===== config.mk =====
export PLATFORM = sky130hd
export DESIGN_NAME = disp_switch_top
export DESIGN_NICKNAME = d
export VERILOG_FILES = /design/src/rtl/disp_switch_pkg.sv /design/src/rtl/disp_bus_sync.sv /design/src/rtl/disp_phase_fsm.sv /design/src/rtl/disp_addr_decode.sv /design/src/rtl/disp_switch_bank.sv /design/src/rtl/disp_switch_top.sv
export SDC_FILE = /design/constraint.sdc
export NUM_CORES = 1
export LEC_CHECK = 0
export CORE_MARGIN = 8
export CORE_UTILIZATION = 50
export CTS_CLUSTER_DIAMETER = 30
export CTS_CLUSTER_SIZE = 8
export DETAILED_ROUTE_END_ITERATION = 12
export DONT_BUFFER_PORTS = 1
export HOLD_SLACK_MARGIN = 0.12
export SLEW_MARGIN = 20
export SYNTH_ARGS = -nofsm -noshare
export SYNTH_HDL_FRONTEND = slang
export SYNTH_SLANG_ARGS = --single-unit

===== constraint.sdc =====
create_clock -name clk -period 1.44 [get_ports clk]
set_clock_uncertainty 0.05 [all_clocks]
set_input_delay 0.216 -clock clk [delete_from_list [all_inputs] [get_ports clk]]
set_output_delay 0.216 -clock clk [all_outputs]
set_load 0.01 [all_outputs]

===== src/rtl/disp_switch_pkg.sv =====
package disp_switch_pkg;

    localparam int ADDR_W   = 16;
    localparam int NUM_SW   = 2;
    localparam int SW_PAGE  = 0;
    localparam int SW_GFX   = 1;
    localparam int BASE_ADR = 'hC054;

    typedef enum logic [1:0] {
        ST_LOW    = 2'd0,
        ST_SETTLE = 2'd1,
        ST_APPLY  = 2'd2,
        ST_HOLD   = 2'd3
    } phase_state_e;

endpackage


===== src/rtl/disp_bus_sync.sv =====
module disp_bus_sync #(
    parameter int WIDTH  = 17,
    parameter int STAGES = 2
) (
    input  logic             clk,
    input  logic             rst,
    input  logic [WIDTH-1:0] d_async,
    output logic [WIDTH-1:0] d_sync
);

    logic [WIDTH-1:0] chain [STAGES];

    generate
        for (genvar s = 0; s < STAGES; s++) begin : g_stage
            if (s == 0) begin : g_first
                always_ff @(posedge clk) begin
                    if (rst) chain[0] <= '0;
                    else     chain[0] <= d_async;
                end
            end else begin : g_next
                always_ff @(posedge clk) begin
                    if (rst) chain[s] <= '0;
                    else     chain[s] <= chain[s-1];
                end
            end
        end
    endgenerate

    assign d_sync = chain[STAGES-1];

endmodule


===== src/rtl/disp_phase_fsm.sv =====
module disp_phase_fsm
    import disp_switch_pkg::*;
#(
    parameter int SETTLE_CYCLES = 1
) (
    input  logic clk,
    input  logic rst,
    input  logic phase_s,
    output logic capture_en,
    output logic apply_en
);

    localparam int CNT_W = (SETTLE_CYCLES > 1) ? $clog2(SETTLE_CYCLES) : 1;
    localparam logic [CNT_W-1:0] CNT_LAST = CNT_W'(SETTLE_CYCLES - 1);

    phase_state_e state_q, state_d;
    logic [CNT_W-1:0] cnt_q;
    logic settle_done;

    assign settle_done = (cnt_q == CNT_LAST);

    always_ff @(posedge clk) begin
        if (rst) state_q <= ST_LOW;
        else     state_q <= state_d;
    end

    always_ff @(posedge clk) begin
        if (rst || state_q != ST_SETTLE) cnt_q <= '0;
        else if (!settle_done)           cnt_q <= cnt_q + 1'b1;
    end

    always_comb begin
        state_d = state_q;
        unique case (state_q)
            ST_LOW:    if (phase_s) state_d = ST_SETTLE;
            ST_SETTLE: begin
                if (!phase_s)         state_d = ST_LOW;
                else if (settle_done) state_d = ST_APPLY;
            end
            ST_APPLY:  state_d = ST_HOLD;
            ST_HOLD:   if (!phase_s) state_d = ST_LOW;
            default:   state_d = ST_LOW;
        endcase
    end

    always_comb begin
        capture_en = 1'b0;
        apply_en   = 1'b0;
        unique case (state_q)
            ST_SETTLE: capture_en = phase_s && settle_done;
            ST_APPLY:  apply_en   = phase_s;
            ST_LOW, ST_HOLD: ;
            default: ;
        endcase
    end


    single_capture_chk: assert property (@(posedge clk) disable iff (rst)
        capture_en |=> !capture_en);


    apply_after_capture_chk: assert property (@(posedge clk) disable iff (rst)
        apply_en |-> $past(capture_en));


    strobe_exclusive_chk: assert property (@(posedge clk) disable iff (rst)
        $onehot0({capture_en, apply_en}));

endmodule


===== src/rtl/disp_addr_decode.sv =====
module disp_addr_decode
    import disp_switch_pkg::*;
(
    input  logic              clk,
    input  logic              rst,
    input  logic              capture_en,
    input  logic [ADDR_W-1:0] addr_s,
    output logic [NUM_SW-1:0] set_v,
    output logic [NUM_SW-1:0] clr_v
);

    logic [ADDR_W-1:0] addr_q;

    always_ff @(posedge clk) begin
        if (rst)             addr_q <= '0;
        else if (capture_en) addr_q <= addr_s;
    end

    generate
        for (genvar i = 0; i < NUM_SW; i++) begin : g_sw
            localparam logic [ADDR_W-1:0] CLR_A = ADDR_W'(BASE_ADR + 2 * i);
            localparam logic [ADDR_W-1:0] SET_A = ADDR_W'(BASE_ADR + 2 * i + 1);
            assign clr_v[i] = (addr_q == CLR_A);
            assign set_v[i] = (addr_q == SET_A);
        end
    endgenerate


    captured_addr_stable_chk: assert property (@(posedge clk) disable iff (rst)
        !capture_en |=> $stable(addr_q));

endmodule


===== src/rtl/disp_switch_bank.sv =====
module disp_switch_bank
    import disp_switch_pkg::*;
(
    input  logic              clk,
    input  logic              rst,
    input  logic              apply_en,
    input  logic [NUM_SW-1:0] set_v,
    input  logic [NUM_SW-1:0] clr_v,
    output logic [NUM_SW-1:0] flags
);

    always_ff @(posedge clk) begin
        if (rst)           flags <= '0;
        else if (apply_en) flags <= (flags & ~clr_v) | set_v;
    end


    flags_hold_chk: assert property (@(posedge clk) disable iff (rst)
        !apply_en |=> $stable(flags));

endmodule


===== src/rtl/disp_switch_top.sv =====
module disp_switch_top
    import disp_switch_pkg::*;
#(
    parameter int SYNC_STAGES   = 2,
    parameter int SETTLE_CYCLES = 1
) (
    input  logic              clk,
    input  logic              rst,
    input  logic              phi0,
    input  logic [ADDR_W-1:0] addr,
    output logic              page_sel,
    output logic              gfx_mode
);

    localparam int BUS_W = ADDR_W + 1;

    logic [BUS_W-1:0]  bus_s;
    logic              phase_s;
    logic [ADDR_W-1:0] addr_s;
    logic              capture_en, apply_en;
    logic [NUM_SW-1:0] set_v, clr_v, flags;

    disp_bus_sync #(.WIDTH(BUS_W), .STAGES(SYNC_STAGES)) i_sync (
        .clk(clk), .rst(rst), .d_async({phi0, addr}), .d_sync(bus_s)
    );

    assign phase_s = bus_s[BUS_W-1];
    assign addr_s  = bus_s[ADDR_W-1:0];

    disp_phase_fsm #(.SETTLE_CYCLES(SETTLE_CYCLES)) i_fsm (
        .clk(clk), .rst(rst), .phase_s(phase_s),
        .capture_en(capture_en), .apply_en(apply_en)
    );

    disp_addr_decode i_dec (
        .clk(clk), .rst(rst), .capture_en(capture_en), .addr_s(addr_s),
        .set_v(set_v), .clr_v(clr_v)
    );

    disp_switch_bank i_bank (
        .clk(clk), .rst(rst), .apply_en(apply_en),
        .set_v(set_v), .clr_v(clr_v), .flags(flags)
    );

    assign page_sel = flags[SW_PAGE];
    assign gfx_mode = flags[SW_GFX];


    reset_clears_chk: assert property (@(posedge clk)
        rst |=> (page_sel == 1'b0 && gfx_mode == 1'b0));


    no_change_phase_low_chk: assert property (@(posedge clk) disable iff (rst)
        (!phase_s && !$past(phase_s)) |=> $stable(flags));

endmodule


==> impl_metrics.toml, run 1 <==
[die]
core_area_um2 = 3340
ios = 21
rows = 21
die_w_um = 74.9
fp.dieH_um = 74.9
start_util = 0.519
dieArea_um2 = 5600

[timing]
fmax_mhz = 736
finalCritPeriodShare = 0.943
hold_viol = 0
fin_setup_tns_ns = 0
final_max_slew_viol_count = 0
layout_min_cycle_time_ns = 1.36
finalSetupViolations = 0
rsz0062_at_grt = "false"

[critical_path]
crit_path_max_incr_delay_ns = 0.53
cp_top_family = "simple AND/OR/NAND/NOR gates"
crit_arrival_ns = 1.57
crit_slowest_cell = "or4_4"
critPathBufInv = 0
required_ns = 1.65
critPathCaptureType = "flop"
crit_fanout = 2
crit_chain = "or4_4 -> nor2_2 -> nand3_1 -> mux2i_1"
path_class = "flop to flop"
critPathLaunchType = "flop"

[clocking]
cts_buffers = 5
htree_levels = 2
clkLatencyLatePin_ns = 0.35
clockBufferDepth = 2
cts_tree = "done"
cts_sinks = 55
cts-root-buf = "clkbuf_4"
cts.clk_slew.worst_paths_ns = 0.14

[yosys]
ys_seq_elements = 55
synth_seq_area_share = 0.636
synth_top_cell_by_area = "dfxtp_1"
synth_top_area_share = 0.636
syn_inst = 169
synth.area.top_cells = "dfxtp_1 64%, nor2b_1 13%, nand2_1 6.9%, a21oi_1 4.9%, nand2b_1 1.4%"
synth.net_count = 188
syn_area_um2 = 1730
syn_avg_cell_area_um2 = 10.2
synth_warnings = 0
synthDistinctLibCells = 22

[cells_and_area]
drive_gt1_frac = 0.0737
nNetsFinal = 208
fin_area_um2 = 2050
n_antenna_cell = 0
area_growth_pct = 18.4
finish.utilization = 0.615
fillCellCount = 296
stdcell_count = 236

[routing]
wl_um = 2440
vias = 1060
drt-pass1-iter-count = 4
vias_per_cell = 4.49
dr.first_iter.drc_count = 44
routedWlPerCell_um = 10.3
ant_nets = 0
drc_errors = 0

[outcome]
outcome = "finished, final reports clean"

[power]
pwr-share-comb = 0.044
clkPwrFrac = 0.293
ir_worst_vdd_mv = 0.854
power_leakage_nw = 0.751
p_seq_frac = 0.663
powerDensity_nw_per_um2 = 1160
p_sw_w = 0.000463
internal-power_w = 0.00192
swShare = 0.194

[flow_run]
cap_violations = 0

[placed_design]
portBuffers = 0
gp_congestion = 0.676
place_area_um2 = 1780
placed_cells = 209
dp.final_hpwl_um = 1550

[grt]
grt.total_usage = 0.104
grt_max_degree = 56
grt_overflow_total = 0
grt_pass1_vias = 1021
grt_pass1_wl_um = 4380
use_met3 = 0.0479
grtUsageMet1 = 0.115
busiest_layer = "met2"
antenna_found_initial = 0
met2_usage = 0.162

[min_path]
min_path_type = "flop to flop"
==> placed cells by master, fill, tap and decap left out <==
master,n
and4bb_2,1
nor2b_1,36
or4_4,1
clkbuf_8,2
buf_4,1
nor4bb_1,1
dfxtp_1,55
dlygate4sd3_1,18
nor2_2,1
nor4b_1,1
buf_12,2
a21oi_1,17
conb_1,1
nand3_1,2
nor3_1,2
nor2_1,1
clkbuf_4,5
and3_1,1
nand4bb_1,1
nand2b_1,4
clkbuf_1,1
mux2i_1,2
nor3b_4,1
nand2_1,32
nand3b_1,1
==> worst paths after layout <==
kind / startpoint / to / slack, ns / cells after the start
worst min register to register: i_sync.chain[1][13] / i_dec.addr_q[13] / 0.39 / 2
worst min-delay path: i_sync.chain[1][13] / i_dec.addr_q[13] / 0.39 / 2
worst max-delay path: i_dec.addr_q[9] / i_bank.flags[0] / 0.08 / 4
worst max register to register: i_dec.addr_q[9] / i_bank.flags[0] / 0.08 / 4
==> stage by stage <==
step	hold slack [ns]	setup WS [ns]	total power, W
2_1_floorplan	0.294	0.159	0.00167
3_3_place_gp	0.241	0.137	0.00166
3_5_place_dp	0.242	0.0916	0.00166
4_1_cts	0.387	0.0743	0.00241
5_1_grt	0.407	0.0119	0.00251
6_report	0.391	0.0820	0.00239
==> worst reg2reg max path: cells and delay by family, from the launching register on <==
kind          cells  cell delay, ns
simple gates      3            0.75
flops             1            0.33
mux               1            0.13
==> kinds of logic (layout without fill, tap and decap cells) <==
group                  after synthesis  count (layout)  synth area share
AO/OA/AOI/OAI                       17              17            0.0491
AND/OR/NAND/NOR                     86              86             0.281
other                                1               1           0.00217
buffers and inverters                8              29            0.0202
flip-flops                          55              55             0.636
multiplexers                         2               2            0.0116
==> Yosys cell counts <==
| cell type | instances |
|---|---|
| nor3_1 | 2 |
| dfxtp_1 | 55 |
| nand2b_1 | 4 |
| nor2b_1 | 36 |
| a21oi_1 | 17 |
| and3_1 | 1 |
| buf_4 | 1 |
| nand3_1 | 2 |
| nor2_2 | 1 |
| nand3b_1 | 1 |
| and4bb_2 | 1 |
| nand4bb_1 | 1 |
| nand2_1 | 32 |
| buf_2 | 1 |
| clkbuf_1 | 6 |
| mux2i_1 | 2 |
| nor4bb_1 | 1 |
| nor3b_4 | 1 |
| nor2_1 | 1 |
| nor4b_1 | 1 |
| conb_1 | 1 |
| or4_4 | 1 |
==> registers in the layout, summed over array words and instances (netlist names), named ones only <==
name / flops
i_dec.addr_q: 16
i_sync.chain: 34
i_fsm.cnt_q: 1
i_bank.flags: 2
i_fsm.state_q: 1
==> what timing repair did <==
item | CTS | global route
setup buffers | 0 | 0
endpoints found under the hold margin | 54 | 0
gates resized for setup | 0 | 0
hold buffers | 19 | 0
==> routing by layer <==
metal / vias to the layer above / share of wire
met1: 457 / 0.48
met3: 2 / 0.054
met4: 0 / 0.0078
met2: 23 / 0.46
li1: 578 / -
met5: - / 0
==> power groups by stage <==
| stage | combinational (W) | clock, W | sequential [W] |
|---|---|---|---|
| finish | 0.000105 | 0.000698 | 0.00158 |
| global route | 0.000117 | 0.000802 | 0.00159 |
| CTS | 0.000105 | 0.000722 | 0.00158 |
| detailed placement | 0.0000420 | 0 | 0.00162 |
| global placement | 0.0000415 | 0 | 0.00162 |
| floorplan | 0.0000573 | 0 | 0.00161 |
==> final cells by class <==
cell class | instances | area, µm² | share of cell area
clock buffers | 8 | 68.8 | 0.0336
well taps | 46 | 57.6 | 0.0281
repair buffers | 21 | 228 | 0.111
flip-flops and latches | 55 | 1100 | 0.537
multi-input cells | 106 | 596 | 0.290
No activity file was read; power rests on OpenSTA's default activity.
==> inputs of run 2 (changes only) <==
RECOVER_POWER = 100   (was unset)
==> impl_metrics.toml, run 2 (synthesized netlist as in run 1, its figures left out) <==
[critical_path]
crit_arrival_ns = 1.57
critPathCaptureType = "flop"
path_class = "flop to flop"
crit_path_max_incr_delay_ns = 0.53
critPathBufInv = 0
crit_fanout = 2
crit_chain = "or4_4 -> nor2_2 -> nand3_1 -> mux2i_1"
critPathLaunchType = "flop"
crit_slowest_cell = "or4_4"
cp_top_family = "simple AND/OR/NAND/NOR gates"
required_ns = 1.66

[clocking]
cts_buffers = 5
htree_levels = 2
postCtsSetupBuffers = 0
clkLatencyLatePin_ns = 0.35
cts_tree = "done"
clockBufferDepth = 2
postCtsHoldBufs = 19
cts.clk_slew.worst_paths_ns = 0.14
cts-root-buf = "clkbuf_4"
cts_sinks = 55
post_cts_resized = 0

[grt]
grt_max_degree = 56
met2_usage = 0.162
antenna_found_initial = 0
grt_pass1_wl_um = 4380
grt_pass1_vias = 1021
grt_overflow_total = 0
grtUsageMet1 = 0.115
grt.total_usage = 0.104
use_met3 = 0.0479
busiest_layer = "met2"

[power]
p_sw_w = 0.000463
internal-power_w = 0.00192
clkPwrFrac = 0.294
swShare = 0.194
power_leakage_nw = 0.746
powerDensity_nw_per_um2 = 1170
ir_worst_vdd_mv = 0.855
pwr-share-comb = 0.042
p_seq_frac = 0.664

[die]
fp.dieH_um = 74.9
start_util = 0.519
dieArea_um2 = 5600
rows = 21
die_w_um = 74.9
ios = 21
core_area_um2 = 3340

[routing]
vias = 1060
drc_errors = 0
vias_per_cell = 4.49
wl_um = 2450
routedWlPerCell_um = 10.4
dr.first_iter.drc_count = 43
drt-pass1-iter-count = 4
ant_nets = 0

[cells_and_area]
nNetsFinal = 208
fillCellCount = 298
drive_gt1_frac = 0.0737
layout_commonest_cell = "dfxtp_1"
largest_reg_flops = 34
final_cell_mix = "55 x dfxtp_1, 36 x nor2b_1, 32 x nand2_1, 18 x dlygate4sd3_1, 17 x a21oi_1"
area_growth_pct = 17.7
top_regs = "i_sync.chain: 34 flops, i_dec.addr_q: 16 flops, i_bank.flags: 2 flops"
n_antenna_cell = 0
regMostFlops = "i_sync.chain"

[timing]
fmax_mhz = 736
finalCritPeriodShare = 0.943
hold_viol = 0
fin_setup_tns_ns = 0
final_max_slew_viol_count = 0
rsz0062_at_grt = "false"
layout_min_cycle_time_ns = 1.36
finalSetupViolations = 0
tightest_slew_ns = 0.542
fin_hold_ws_ns = 0.389
relSlewSlack = 0.639

[min_path]
min_path_type = "flop to flop"

[placed_design]
gp_congestion = 0.676
portBuffers = 0
dp.final_hpwl_um = 1550

[flow_run]
cap_violations = 0

[outcome]
outcome = "finished, final reports clean"
==> run 2: power groups by stage <==
stage,combinational [W],clock [W],sequential [W]
6_report,0.000100,0.000700,0.00158
5_1_grt,0.000113,0.000802,0.00159
4_1_cts,0.000105,0.000722,0.00158
3_5_place_dp,0.0000420,0,0.00162
3_3_place_gp,0.0000415,0,0.00162
2_1_floorplan,0.0000573,0,0.00161
==> run 2: path summary, 6_finish.rpt <==
check / from / to / slack (ns) / cells after the start
worst max-delay path: i_dec.addr_q[9] / i_bank.flags[0] / 0.08 / 4
worst min register to register: i_sync.chain[1][7] / i_dec.addr_q[7] / 0.39 / 2
worst max register to register: i_dec.addr_q[9] / i_bank.flags[0] / 0.08 / 4
worst min-delay path: i_sync.chain[1][7] / i_dec.addr_q[7] / 0.39 / 2
==> run 2: final cells by class <==
type	instances	area, µm²	area share
repair buffers	21	215	0.106
clock buffers	8	68.8	0.0338
multi-input cells	106	596	0.292
well taps	46	57.6	0.0282
flip-flops and latches	55	1100	0.540
==> run 2: metrics by stage <==
step / cells / worst slack, ns / cell area, µm² / util / total power (W)
finish: 236 / 0.0820 / 2040 / 0.611 / 0.00238
global route: 236 / 0.0119 / 2040 / 0.611 / 0.00250
CTS: 236 / 0.0743 / 2050 / 0.615 / 0.00241
detailed placement: 209 / 0.0916 / 1780 / 0.534 / 0.00166
global placement: 209 / 0.137 / 1780 / 0.534 / 0.00166
floorplan: 169 / 0.159 / 1730 / - / 0.00167
==> run 2: per-layer routing <==
layer | routed length (µm) | part of all wire
met3 | 139 | 0.057
met4 | 19 | 0.0077
met1 | 1170 | 0.48
met2 | 1120 | 0.46
met5 | 0 | 0
==> run 2: worst register-to-register path, delay by kind of cell (launching register included) <==
kind | cells | cell delay, ns
DFF | 1 | 0.33
and+or+nand+nor | 3 | 0.75
muxes | 1 | 0.13
